File: src/rtl/alu4f_pkg.sv
package alu4f_pkg;

    typedef enum logic [1:0] {
        OP_NAND = 2'b00,
        OP_NOR  = 2'b01,
        OP_ADD  = 2'b10,
        OP_SUB  = 2'b11
    } alu_op_e;

    function automatic alu_op_e decode_op(input logic arith, input logic sel);
        return alu_op_e'({arith, sel});
    endfunction

endpackage

File: src/rtl/alu4f_ext_bit.sv
// Per-bit extender: shapes both adder inputs from a, b and the operation code.
module alu4f_ext_bit (
    input  logic a,
    input  logic b,
    input  logic arith,
    input  logic sel,
    output logic x,
    output logic y
);
    always_comb begin
        // second addend: b, ~b, or 0 in logic mode
        y = (arith & ~sel & b) | (arith & sel & ~b);
        // first addend: a, or the logic function in logic mode
        x = (arith & a)
          | (~arith & ~sel & ~(a & b))
          | (~arith &  sel & ~(a | b));
    end
endmodule

File: src/rtl/alu4f_ripple.sv
module alu4f_ripple #(
    parameter int WIDTH = 8
) (
    input  logic [WIDTH-1:0] x,
    input  logic [WIDTH-1:0] y,
    input  logic             cin,
    output logic [WIDTH-1:0] sum,
    output logic             cout
);
    logic [WIDTH:0] chain;

    assign chain[0] = cin;

    for (genvar i = 0; i < WIDTH; i++) begin : g_fa
        assign sum[i]     = x[i] ^ y[i] ^ chain[i];
        assign chain[i+1] = (x[i] & y[i]) | (chain[i] & (x[i] ^ y[i]));
    end

    assign cout = chain[WIDTH];
endmodule

File: src/rtl/alu4f_top.sv
module alu4f_top
    import alu4f_pkg::*;
#(
    parameter int WIDTH = 8
) (
    input  logic             clk,
    input  logic             rst_n,
    input  logic [WIDTH-1:0] op_a,
    input  logic [WIDTH-1:0] op_b,
    input  logic             mode_arith,
    input  logic             fn_sel,
    output logic [WIDTH-1:0] result,
    output logic             carry_out
);
    localparam int SUM_W = WIDTH + 1;

    alu_op_e          op;
    logic [WIDTH-1:0] add_x;
    logic [WIDTH-1:0] add_y;
    logic             add_cin;
    logic [WIDTH-1:0] add_sum;
    logic             add_cout;

    assign op = decode_op(mode_arith, fn_sel);

    for (genvar i = 0; i < WIDTH; i++) begin : g_ext
        alu4f_ext_bit u_ext (
            .a     (op_a[i]),
            .b     (op_b[i]),
            .arith (mode_arith),
            .sel   (fn_sel),
            .x     (add_x[i]),
            .y     (add_y[i])
        );
    end

    // carry-in is set only for subtraction
    always_comb begin
        unique case (op)
            OP_SUB:  add_cin = 1'b1;
            OP_ADD:  add_cin = 1'b0;
            OP_NAND: add_cin = 1'b0;
            OP_NOR:  add_cin = 1'b0;
            default: add_cin = 1'b0;
        endcase
    end

    alu4f_ripple #(.WIDTH(WIDTH)) u_add (
        .x    (add_x),
        .y    (add_y),
        .cin  (add_cin),
        .sum  (add_sum),
        .cout (add_cout)
    );

    // output register
    always_ff @(posedge clk) begin
        if (!rst_n) begin
            result    <= '0;
            carry_out <= 1'b0;
        end else begin
            result    <= add_sum;
            carry_out <= add_cout;
        end
    end


    add_sum_chk: assert property (@(posedge clk) disable iff (!rst_n)
        (mode_arith && !fn_sel) |=>
        ({carry_out, result} == SUM_W'({1'b0, $past(op_a)}) + SUM_W'({1'b0, $past(op_b)})));


    sub_diff_chk: assert property (@(posedge clk) disable iff (!rst_n)
        (mode_arith && fn_sel) |=>
        (result == WIDTH'($past(op_a) - $past(op_b))) &&
        (carry_out == ($past(op_a) >= $past(op_b))));


    nand_bits_chk: assert property (@(posedge clk) disable iff (!rst_n)
        (!mode_arith && !fn_sel) |=> (result == ~($past(op_a) & $past(op_b))));


    nor_bits_chk: assert property (@(posedge clk) disable iff (!rst_n)
        (!mode_arith && fn_sel) |=> (result == ~($past(op_a) | $past(op_b))));


    logic_nocarry_chk: assert property (@(posedge clk) disable iff (!rst_n)
        !mode_arith |=> !carry_out);
endmodule

File: config.mk
export PLATFORM = sky130hd
export DESIGN_NAME = alu4f_top
export DESIGN_NICKNAME = d
export VERILOG_FILES = /design/src/rtl/alu4f_pkg.sv /design/src/rtl/alu4f_ext_bit.sv /design/src/rtl/alu4f_ripple.sv /design/src/rtl/alu4f_top.sv
export SDC_FILE = /design/constraint.sdc
export NUM_CORES = 1
export LEC_CHECK = 0
export ABC_AREA = 0
export BUFFER_PORTS_ARGS = -buffer_cell sky130_fd_sc_hd__buf_2
export CORE_MARGIN = 2
export CORE_UTILIZATION = 47
export DETAILED_ROUTE_END_ITERATION = 10
export PLACE_DENSITY_LB_ADDON = 0.1
export SETUP_SLACK_MARGIN = 0.1
export SYNTH_ARGS = -nofsm -noshare
export SYNTH_HDL_FRONTEND = slang
export SYNTH_SLANG_ARGS = --single-unit
File: constraint.sdc
create_clock -name clk -period 5.53 [get_ports clk]
set_input_delay 0.553 -clock clk [delete_from_list [all_inputs] [get_ports clk]]
set_output_delay 0.553 -clock clk [all_outputs]
set_load 0.02 [all_outputs]
# After elaboration in Yosys (flattened, before gate mapping)
# Index checks and enable logic that the tools add are counted.
[classes]
n_eq_ne = 3
muxes = 1
n_bitwise = 150
n_reduce_logical = 2
[ops]
columns = ["operator", "n"]
rows = [
  ["1-bit AND", 68],
  ["1-bit bitwise OR", 40],
  ["1-bit inverter", 26],
  ["1-bit XOR", 16],
  ["2-bit equality test (second input constant)", 2],
  ["3-bit OR reduction", 1],
  ["2-bit by 1-bit equality test with 1-bit output (second input constant)", 1],
  ["2-bit zero test", 1],
  ["1-bit case mux with 2 select lines", 1],
]
[word_totals]
reg_bits = 9
input_bits = 20
output_inout_bits = 9

# Logic depth before layout (Yosys ltp)
# Gate-level depths: netlist of the first run.
[logic_depth]
word_depth = 22
ltp_mapped = 14
ltp_nobuf = 12

# Modules after synthesis
# A second synthesis of the first run with hierarchy kept.
[hier_totals]
cells_unflattened = 77
area_unflattened_um2 = 760.7
[by_module_without_submodules]
columns = ["mod", "instances", "cells_each", "area_each_um2", "seq_area_each_um2"]
rows = [
  ["alu4f_ext_bit", 8, 5, 40.0, 0.0],
  ["alu4f_top", 1, 19, 242.7, 180.2],
  ["alu4f_ripple", 1, 18, 197.7, 0.0],
]

# Worst setup path after synthesis of the first run
# No wires, ideal clock.
[synth_timing]
kind = "in2reg"
from = "input mode_arith"
to = "register result[7]"
t_arrival_ns = 4.136
t_required_ns = 5.415
path_slack_ns = 1.279
path_stages = 13
path_cell_list = "buf_2 > o21bai_1 > a21oi_1 > fa_1 > inv_1 > fa_1 > fa_1 > fa_1 > fa_1 > fa_1 > fa_1 > fa_1 > and2_1"
[synth_between]
elab_chain_cells = 21
[synth_rtl]
columns = ["item", "line", "source"]
rows = [
  ["from (decl)", "alu4f_top.sv:10", "input logic mode_arith,"],
  ["1-bit inverter", "alu4f_ext_bit.sv:15, alu4f_ext_bit.sv:16", ""],
  ["1-bit AND (2 in a row)", "alu4f_ext_bit.sv:15", "| (~arith & ~sel & ~(a & b))"],
  ["1-bit bitwise OR", "alu4f_ext_bit.sv:15", ""],
  ["1-bit bitwise OR", "alu4f_ext_bit.sv:16", "| (~arith & sel & ~(a | b));"],
  ["1-bit XOR", "alu4f_ripple.sv:16", "assign chain[i+1] = (x[i] & y[i]) | (chain[i] & (x[i] ^ y[i]));"],
  ["1-bit AND", "alu4f_ripple.sv:16", ""],
  ["1-bit bitwise OR", "alu4f_ripple.sv:16", ""],
  ["1-bit AND", "alu4f_ripple.sv:16", ""],
  ["[5 not listed]", "--", ""],
  ["1-bit AND", "alu4f_ripple.sv:16", ""],
  ["1-bit bitwise OR", "alu4f_ripple.sv:16", ""],
  ["1-bit AND", "alu4f_ripple.sv:16", ""],
  ["1-bit bitwise OR", "alu4f_ripple.sv:16", ""],
  ["1-bit AND", "alu4f_ripple.sv:16", ""],
  ["1-bit bitwise OR", "alu4f_ripple.sv:16", ""],
  ["1-bit XOR *", "alu4f_ripple.sv:15", "assign sum[i] = x[i] ^ y[i] ^ chain[i];"],
  ["net add_sum[7]", "alu4f_top.sv:21", "logic [WIDTH-1:0] add_sum;"],
  ["to (signal assigned)", "alu4f_top.sv:62", "result <= add_sum;"],
  ["to (decl)", "alu4f_top.sv:12", "output logic [WIDTH-1:0] result,"],
]
# The timed path passes the listed nets; every way through them passes the cells marked *.
# A chain may end at the register's enable or synchronous reset.

# Final worst setup path of the first run
[layout_timing]
from = "input fn_sel"
to = "register result[7]"
[layout_between]
elab_chain_cells = 21
[layout_rtl]
columns = ["item", "line", "source"]
rows = [
  ["from (decl)", "alu4f_top.sv:11", "input logic fn_sel,"],
  ["1-bit inverter", "alu4f_ext_bit.sv:12, alu4f_ext_bit.sv:15", ""],
  ["1-bit AND (2 in a row)", "alu4f_ext_bit.sv:15", ""],
  ["1-bit bitwise OR", "alu4f_ext_bit.sv:15", ""],
  ["1-bit bitwise OR", "alu4f_ext_bit.sv:16", ""],
  ["1-bit XOR", "alu4f_ripple.sv:16", ""],
  ["1-bit AND", "alu4f_ripple.sv:16", ""],
  ["1-bit bitwise OR", "alu4f_ripple.sv:16", ""],
  ["1-bit AND", "alu4f_ripple.sv:16", ""],
  ["[5 not listed]", "--", ""],
  ["1-bit AND", "alu4f_ripple.sv:16", ""],
  ["1-bit bitwise OR", "alu4f_ripple.sv:16", ""],
  ["1-bit AND", "alu4f_ripple.sv:16", ""],
  ["1-bit bitwise OR", "alu4f_ripple.sv:16", ""],
  ["1-bit AND", "alu4f_ripple.sv:16", ""],
  ["1-bit bitwise OR", "alu4f_ripple.sv:16", ""],
  ["1-bit XOR *", "alu4f_ripple.sv:15", ""],
  ["net add_sum[7]", "alu4f_top.sv:21", ""],
]
# Marks and branches as above.

==> flow_summary_export.csv, run 1 <==
group,metric,value,unit
die,die_h,44.1,um
sta,final-max-slew-violation-count,0,
pwr,irDropWorstVdd,0.0000722,V
drt,routed_wire_length_per_instance,9.21,um
global_route,first_global_vias,469,
sta,fin_setup_tns,0,ns
sta,achievable-frequency,0.233,GHz
synth,net_count_synth,100,
sta,finalHoldViolations,0,
global_route,fraction_of_met3_tracks_used_by_global_routing,1.22,%
synth,dominant_cell_by_count_in_the_synthesized_netlist,"sky130_fd_sc_hd__and2_1",
layout,fillers,146,
die,std_cell_rows,14,
synth,synthTopCellsByCount,"sky130_fd_sc_hd__and2_1, sky130_fd_sc_hd__dfxtp_1, sky130_fd_sc_hd__fa_1, sky130_fd_sc_hd__inv_1, sky130_fd_sc_hd__xor2_1",
pwr,post_layout_power,204,uW
drt,wirelength,1070,um
clock_tree,cts_inserted_buffers,3,
placed_design,hpwl_detailed,899,um
sta,rsz0062_at_grt,"false",
placed_design,dpl.cell_count,112,
clock_tree,tritoncts_num_sinks,9,
pwr,power.density,225,nW/um2
drt,route.detailed.drc,0,
layout,final_core_util,60.0,%
critical_path,worst_setup_path_start_kind,"input port",
synth,ys_ff_latch,9,
pwr,cellLeakagePower,0.000469,uW
layout,layout.cells.non_filler,116,
global_route,global_route.usage.met2,22.9,%
clock_tree,max-clock-path-buffers,2,
run,drv_cap,0,
synth,most_instantiated_flip_flop_cell_in_the_synthesis_netlist,"sky130_fd_sc_hd__dfxtp_1",
global_route,grt_residual_overflow,0,
clock_tree,cts.htree.levels,1,
synth,postSynthCellCount,72,
synth,synthDominantAreaCellType,"sky130_fd_sc_hd__dfxtp_1",
synth,count_of_flip_flops_with_a_built_in_enable_after_synthesis,0,
min_path,timing.hold.worst.class,"in -> reg",
clock_tree,tritoncts,"yes",
critical_path,critPathCaptureType,"register",
synth,synth_top_area_share,23.8,%
synth,synth_area_per_cell,10.5,um2
critical_path,critPathArrivalTime,4.43,ns
sta,max_slew_margin,72.2,%
drt,num_vias,516,
clock_tree,cts_hold_buffers,0,
global_route,wire_length_of_the_first_global_routing_pass,1830,um
layout,area_delta_synth_final,19.5,%
drt,first_pass_iters,1,
clock_tree,cts.repair.resized,0,
synth,asyncSetResetFlopFracSynth,0,%
placed_design,gp_routability_congestion,0.689,
global_route,grtUsageMet1,14.9,%
critical_path,critPathRequiredTime,5.67,ns
synth,synth.lib_cells_used.distinct,16,
synth,synth_warnings,0,
sta,finalCriticalPeriod,4.29,ns
die,core,1510,um2
synth,synth_area,756,um2
layout,n_antenna_cell,0,
sta,period_utilization_post_route,77.6,%
drt,antenna_violating_nets_left,0,
critical_path,critical_path_class,"in -> reg",
die,die_w,44.1,um
critical_path,crit_path_max_fanout,18,
clock_tree,cts_setup_buffers,0,
global_route,grt_max_degree,19,
layout,net_total_in_the_final_layout,129,
die,initial_core_util,50.2,%
global_route,number_of_antenna_violations_at_the_first_check_in_global_routing,0,
die,full_die_area,1940,um2
drt,route.detailed.vias_per_inst,4.45,
global_route,gr-max-usage-layer,"met2",
placed_design,placement.io_buffers,28,
layout,layout-drive-gt1-share,38.0,%
sta,whs,0.593,ns
sta,slew_at_the_pin_with_the_worst_max_slew_slack,0.417,ns
clock_tree,path_clk_slew,0.05,ns
synth,sequential_to_total_area_share_from_yosys_stat,23.8,%
global_route,combined_global_route_utilization_of_all_metal_layers,13.1,%
synth,synth_area_leaders,"sky130_fd_sc_hd__dfxtp_1, sky130_fd_sc_hd__fa_1, sky130_fd_sc_hd__and2_1, sky130_fd_sc_hd__maj3_2, sky130_fd_sc_hd__mux2i_1",
drt,drt_iter0_drc,0,
sta,setup_viol,0,
clock_tree,clock-root-buffer,"sky130_fd_sc_hd__clkbuf_4",
die,io-pin-count,29,
layout,multiInputGateArea,507,um2
layout,seq_area,180,um2
outcome,outcome,"complete, no violations",
logic make-up after synthesis:
group                      count (synthesis)  synth area share (%)
AOI/OAI and AO/OA                          3                  2.65
xor gates and xnor gates                   8                  9.27
adders and majority gates                 15                  31.6
buffers and inverters                     12                  9.11
DFF                                        9                  23.8
muxes                                      7                  9.27
and+or+nand+nor                           18                  14.2
metal layers:
metal  part of all wire, %  routed length, um
met1                    42                446
met2                    50                537
met3                   6.7                 72
met4                  0.94                 10
met5                     0                  0
worst paths after layout:
path | from | cells past startpoint | to | slack [ns]
worst max-delay path | fn_sel | 13 | result[7] | 1.24
worst min-delay path | rst_n | 2 | result[7] | 0.59
through the flow:
stage	setup WS, ns	instance area, um2
4_1_cts	1.24	903
3_3_place_gp	1.03	877
2_1_floorplan	1.28	756
5_1_grt	1.04	903
3_5_place_dp	0.975	877
6_report	1.24	903
power by group:
group / internal [uW] / switching (uW)
Combinational: 36.6 / 43.7
Clock: 27.5 / 18.2
Sequential: 75.7 / 1.89
Total: 140 / 63.7
final cells by class:
class	instances	share of cell area (%)
repair buffers	28	15.5
inverters	8	3.32
well taps	16	2.22
flip-flops and latches	9	19.9
multi-input cells	51	56.1
clock buffers	4	2.91
critical path, cell delays in order:
cell and delay [ns]:
sky130_fd_sc_hd__buf_2 0.35, sky130_fd_sc_hd__o21bai_1 0.12, sky130_fd_sc_hd__a21oi_1 0.22, sky130_fd_sc_hd__fa_1 0.20, sky130_fd_sc_hd__inv_1 0.05, sky130_fd_sc_hd__fa_1 0.37, sky130_fd_sc_hd__fa_1 0.39, sky130_fd_sc_hd__fa_1 0.39
sky130_fd_sc_hd__fa_1 0.39, sky130_fd_sc_hd__fa_1 0.40, sky130_fd_sc_hd__fa_1 0.42, sky130_fd_sc_hd__fa_1 0.43, sky130_fd_sc_hd__and2_1 0.15
layout by cell type (no fill, tap or decap), types with 2 or more instances in the layout:
master                     synthesis  final
sky130_fd_sc_hd__buf_2             1     28
sky130_fd_sc_hd__and2_1           15     15
sky130_fd_sc_hd__dfxtp_1           9      9
sky130_fd_sc_hd__inv_1             8      8
sky130_fd_sc_hd__xor2_1            8      8
sky130_fd_sc_hd__fa_1              8      8
sky130_fd_sc_hd__maj3_2            7      7
sky130_fd_sc_hd__mux2i_1           7      7
sky130_fd_sc_hd__clkbuf_4          0      3
sky130_fd_sc_hd__nand2_1           2      2
flip-flops by register name, summed over array words and instances (netlist names):
signal     flops
result         8
carry_out      1
(Power assumes the default switching activity.)
==> run 2: changes to the inputs <==
--- a/config.mk
+++ b/config.mk
@@ -5,7 +5,7 @@
 export SDC_FILE = /design/constraint.sdc
 export NUM_CORES = 1
 export LEC_CHECK = 0
-export ABC_AREA = 0
+export ABC_AREA = 1
 export BUFFER_PORTS_ARGS = -buffer_cell sky130_fd_sc_hd__buf_2
 export CORE_MARGIN = 2
 export CORE_UTILIZATION = 47
==> constraint.sdc (replaced) <==
create_clock -name clk -period 4.2 [get_ports clk]
set_input_delay 0.42 -clock clk [delete_from_list [all_inputs] [get_ports clk]]
set_output_delay 0.42 -clock clk [all_outputs]
set_load 0.02 [all_outputs]
==> flow_summary_export.csv, run 2 <==
group,metric,value,unit
layout,n_antenna_cell,0,
die,std_cell_rows,14,
critical_path,critPathCaptureType,"register",
die,core,1490,um2
clock_tree,tritoncts_num_sinks,9,
layout,final_common_cell,"sky130_fd_sc_hd__nand2_1",
critical_path,worst_setup_path_start_kind,"input port",
drt,drt_iter0_drc,10,
global_route,first_global_vias,646,
sta,slew_at_the_pin_with_the_worst_max_slew_slack,0.274,ns
run,drv_cap,0,
synth,net_count_synth,141,
pwr,p_clk_share,23.9,%
sta,final-max-slew-violation-count,0,
global_route,wire_length_of_the_first_global_routing_pass,2500,um
clock_tree,cts_inserted_buffers,3,
global_route,number_of_antenna_violations_at_the_first_check_in_global_routing,0,
pwr,seq_power_share,37.8,%
sta,fin_setup_tns,0,ns
critical_path,critPathRequiredTime,4.36,ns
pwr,cellLeakagePower,0.000548,uW
drt,first_pass_iters,4,
sta,setup_viol,0,
synth,postSynthCellCount,113,
clock_tree,tritoncts,"yes",
global_route,grtUsageMet1,22.7,%
critical_path,critical_path_class,"in -> reg",
layout,fillers,138,
sta,achievable-frequency,0.261,GHz
synth,ys_ff_latch,9,
synth,synth_area_per_cell,6.55,um2
sta,finalCriticalPeriod,3.83,ns
layout,net_total_in_the_final_layout,174,
min_path,timing.hold.worst.class,"in -> reg",
pwr,power.net_switching,91.9,uW
synth,synth.lib_cells_used.distinct,12,
clock_tree,clock-root-buffer,"sky130_fd_sc_hd__clkbuf_4",
clock_tree,cts_hold_buffers,0,
clock_tree,max-clock-path-buffers,2,
pwr,sw_frac_of_total,34.5,%
synth,synth_area_leaders,"sky130_fd_sc_hd__dfxtp_1, sky130_fd_sc_hd__nand2_1, sky130_fd_sc_hd__fa_1, sky130_fd_sc_hd__nand3_1, sky130_fd_sc_hd__inv_1",
layout,most-common-layout-cells,"sky130_fd_sc_hd__nand2_1, sky130_fd_sc_hd__buf_2, sky130_fd_sc_hd__nand3_1",
sta,rsz0062_at_grt,"false",
synth,synthDominantAreaCellType,"sky130_fd_sc_hd__dfxtp_1",
critical_path,crit_path_max_fanout,8,
synth,synthTopCellsByCount,"sky130_fd_sc_hd__nand2_1, sky130_fd_sc_hd__nand3_1, sky130_fd_sc_hd__inv_1",
min_path,hold_path_startpoint,"rst_n",
synth,synth_area,741,um2
global_route,gr-max-usage-layer,"met2",
critical_path,critPathArrivalTime,3.99,ns
pwr,p_int,174,uW
sta,finalHoldViolations,0,
min_path,timing.hold.worst_endpoint,"result[0]",
clock_tree,cts.htree.levels,1,
drt,route.detailed.vias_per_inst,4.81,
min_path,min_path_cells,3,
layout,fin_area,933,um2
placed_design,placement.io_buffers,28,
die,die_h,43.7,um
layout,area_delta_synth_final,26.0,%
synth,synth_top_area_share,24.3,%
layout,reg_top3,"result (8), carry_out (1)",
placed_design,placed_cell_area,907,um2
drt,route.detailed.drc,0,
pwr,combPwrFrac,38.3,%
layout,number_of_flip_flops_in_the_largest_register,8,
synth,dominant_cell_by_count_in_the_synthesized_netlist,"sky130_fd_sc_hd__nand2_1",
drt,antenna_violating_nets_left,0,
placed_design,hpwl_detailed,1180,um
drt,wirelength,1390,um
clock_tree,cts_setup_buffers,0,
synth,sequential_to_total_area_share_from_yosys_stat,24.3,%
layout,layout-drive-gt1-share,24.8,%
drt,num_vias,775,
clock_tree,path_clk_slew,0.05,ns
die,die_w,43.7,um
sta,whs,0.443,ns
clock_tree,cts.repair.resized,0,
layout,multiInputGateArea,492,um2
synth,synth_warnings,0,
global_route,grt_max_degree,14,
pwr,power.density,285,nW/um2
global_route,fraction_of_met3_tracks_used_by_global_routing,2.50,%
global_route,global_route.usage.met2,27.9,%
synth,most_instantiated_flip_flop_cell_in_the_synthesis_netlist,"sky130_fd_sc_hd__dfxtp_1",
global_route,grt_residual_overflow,0,
pwr,irDropWorstVdd,0.000109,V
sta,max_slew_margin,81.5,%
die,full_die_area,1910,um2
placed_design,gp_routability_congestion,0.800,
synth,count_of_flip_flops_with_a_built_in_enable_after_synthesis,0,
die,initial_core_util,49.7,%
outcome,outcome,"complete, no violations",
layout,seq_area,180,um2
synth,asyncSetResetFlopFracSynth,0,%
die,io-pin-count,29,
global_route,combined_global_route_utilization_of_all_metal_layers,18.2,%
drt,routed_wire_length_per_instance,8.63,um
sta,period_utilization_post_route,91.2,%
layout,top_register,"result",
[run 2: changes by cell type after synthesis, sizes merged, moves of 8 or more]
cell   before  now
nand3       0   15
nand2       2   45
and2       15    0
nor2        0   12
xor2        8    0
[run 2: worst max path at each step]
stage	startpoint	endpoint	slack, ns	cells after the start
floorplan	mode_arith	result[7]	0.26	16
global placement	mode_arith	result[7]	0.13	14
detailed placement	mode_arith	result[7]	0.11	16
CTS	mode_arith	result[7]	0.38	16
global route	mode_arith	result[7]	0.18	16
finish	mode_arith	result[7]	0.37	16
[run 2: worst max-delay path, stage by stage]
cell and delay, ns:
sky130_fd_sc_hd__buf_2 0.15, sky130_fd_sc_hd__nor2_1 0.08, sky130_fd_sc_hd__nand2_1 0.06, sky130_fd_sc_hd__nand2_1 0.05
sky130_fd_sc_hd__nor2_1 0.14, sky130_fd_sc_hd__fa_1 0.19, sky130_fd_sc_hd__inv_1 0.05, sky130_fd_sc_hd__fa_1 0.37
sky130_fd_sc_hd__fa_1 0.38, sky130_fd_sc_hd__fa_1 0.39, sky130_fd_sc_hd__fa_1 0.38, sky130_fd_sc_hd__fa_1 0.39
sky130_fd_sc_hd__fa_1 0.41, sky130_fd_sc_hd__fa_1 0.43, sky130_fd_sc_hd__nand2_1 0.07, sky130_fd_sc_hd__inv_1 0.03
[run 2: metal layers]
| metal | part of all wire, % | wire length [um] |
|---|---|---|
| met1 | 48 | 670 |
| met2 | 44 | 607 |
| met3 | 4.7 | 65 |
| met4 | 3.3 | 46 |
| met5 | 0 | 0 |
[run 2: power by group through the flow]
stage | sequential, uW | clock, uW | combinational [uW]
CTS | 101 | 67.2 | 104
detailed placement | 103 | 0 | 104
floorplan | 120 | 0 | 50.0
finish | 101 | 63.6 | 102
global placement | 102 | 0 | 102
global route | 102 | 70.1 | 117
[run 2: layout make-up]
cell class	count	share of cell area (%)
inverter	14	5.63
timing repair buffer	31	17.4
multi-input combinational	87	52.7
clock buffer	4	2.82
sequential	9	19.3
tap	16	2.14
[run 2: logic make-up (layout without fill, tap and decap cells)]
family | count (synthesis) | count (layout) | synth area share (%)
adders and majority gates | 8 | 8 | 21.6
buffers and inverters | 17 | 49 | 9.29
AOI/OAI and AO/OA | 7 | 7 | 4.73
and+or+nand+nor | 72 | 72 | 40.0
DFF | 9 | 9 | 24.3
[run 2: through the flow]
stage | power [uW] | worst slack (ns) | util, % | cells
after floorplan | 170 | 0.258 | - | 113
after global placement | 205 | 0.128 | 60.9 | 157
after detailed placement | 207 | 0.114 | 60.9 | 157
after CTS | 272 | 0.380 | 62.7 | 161
after global routing | 289 | 0.183 | 62.7 | 161
final | 266 | 0.370 | 62.7 | 161
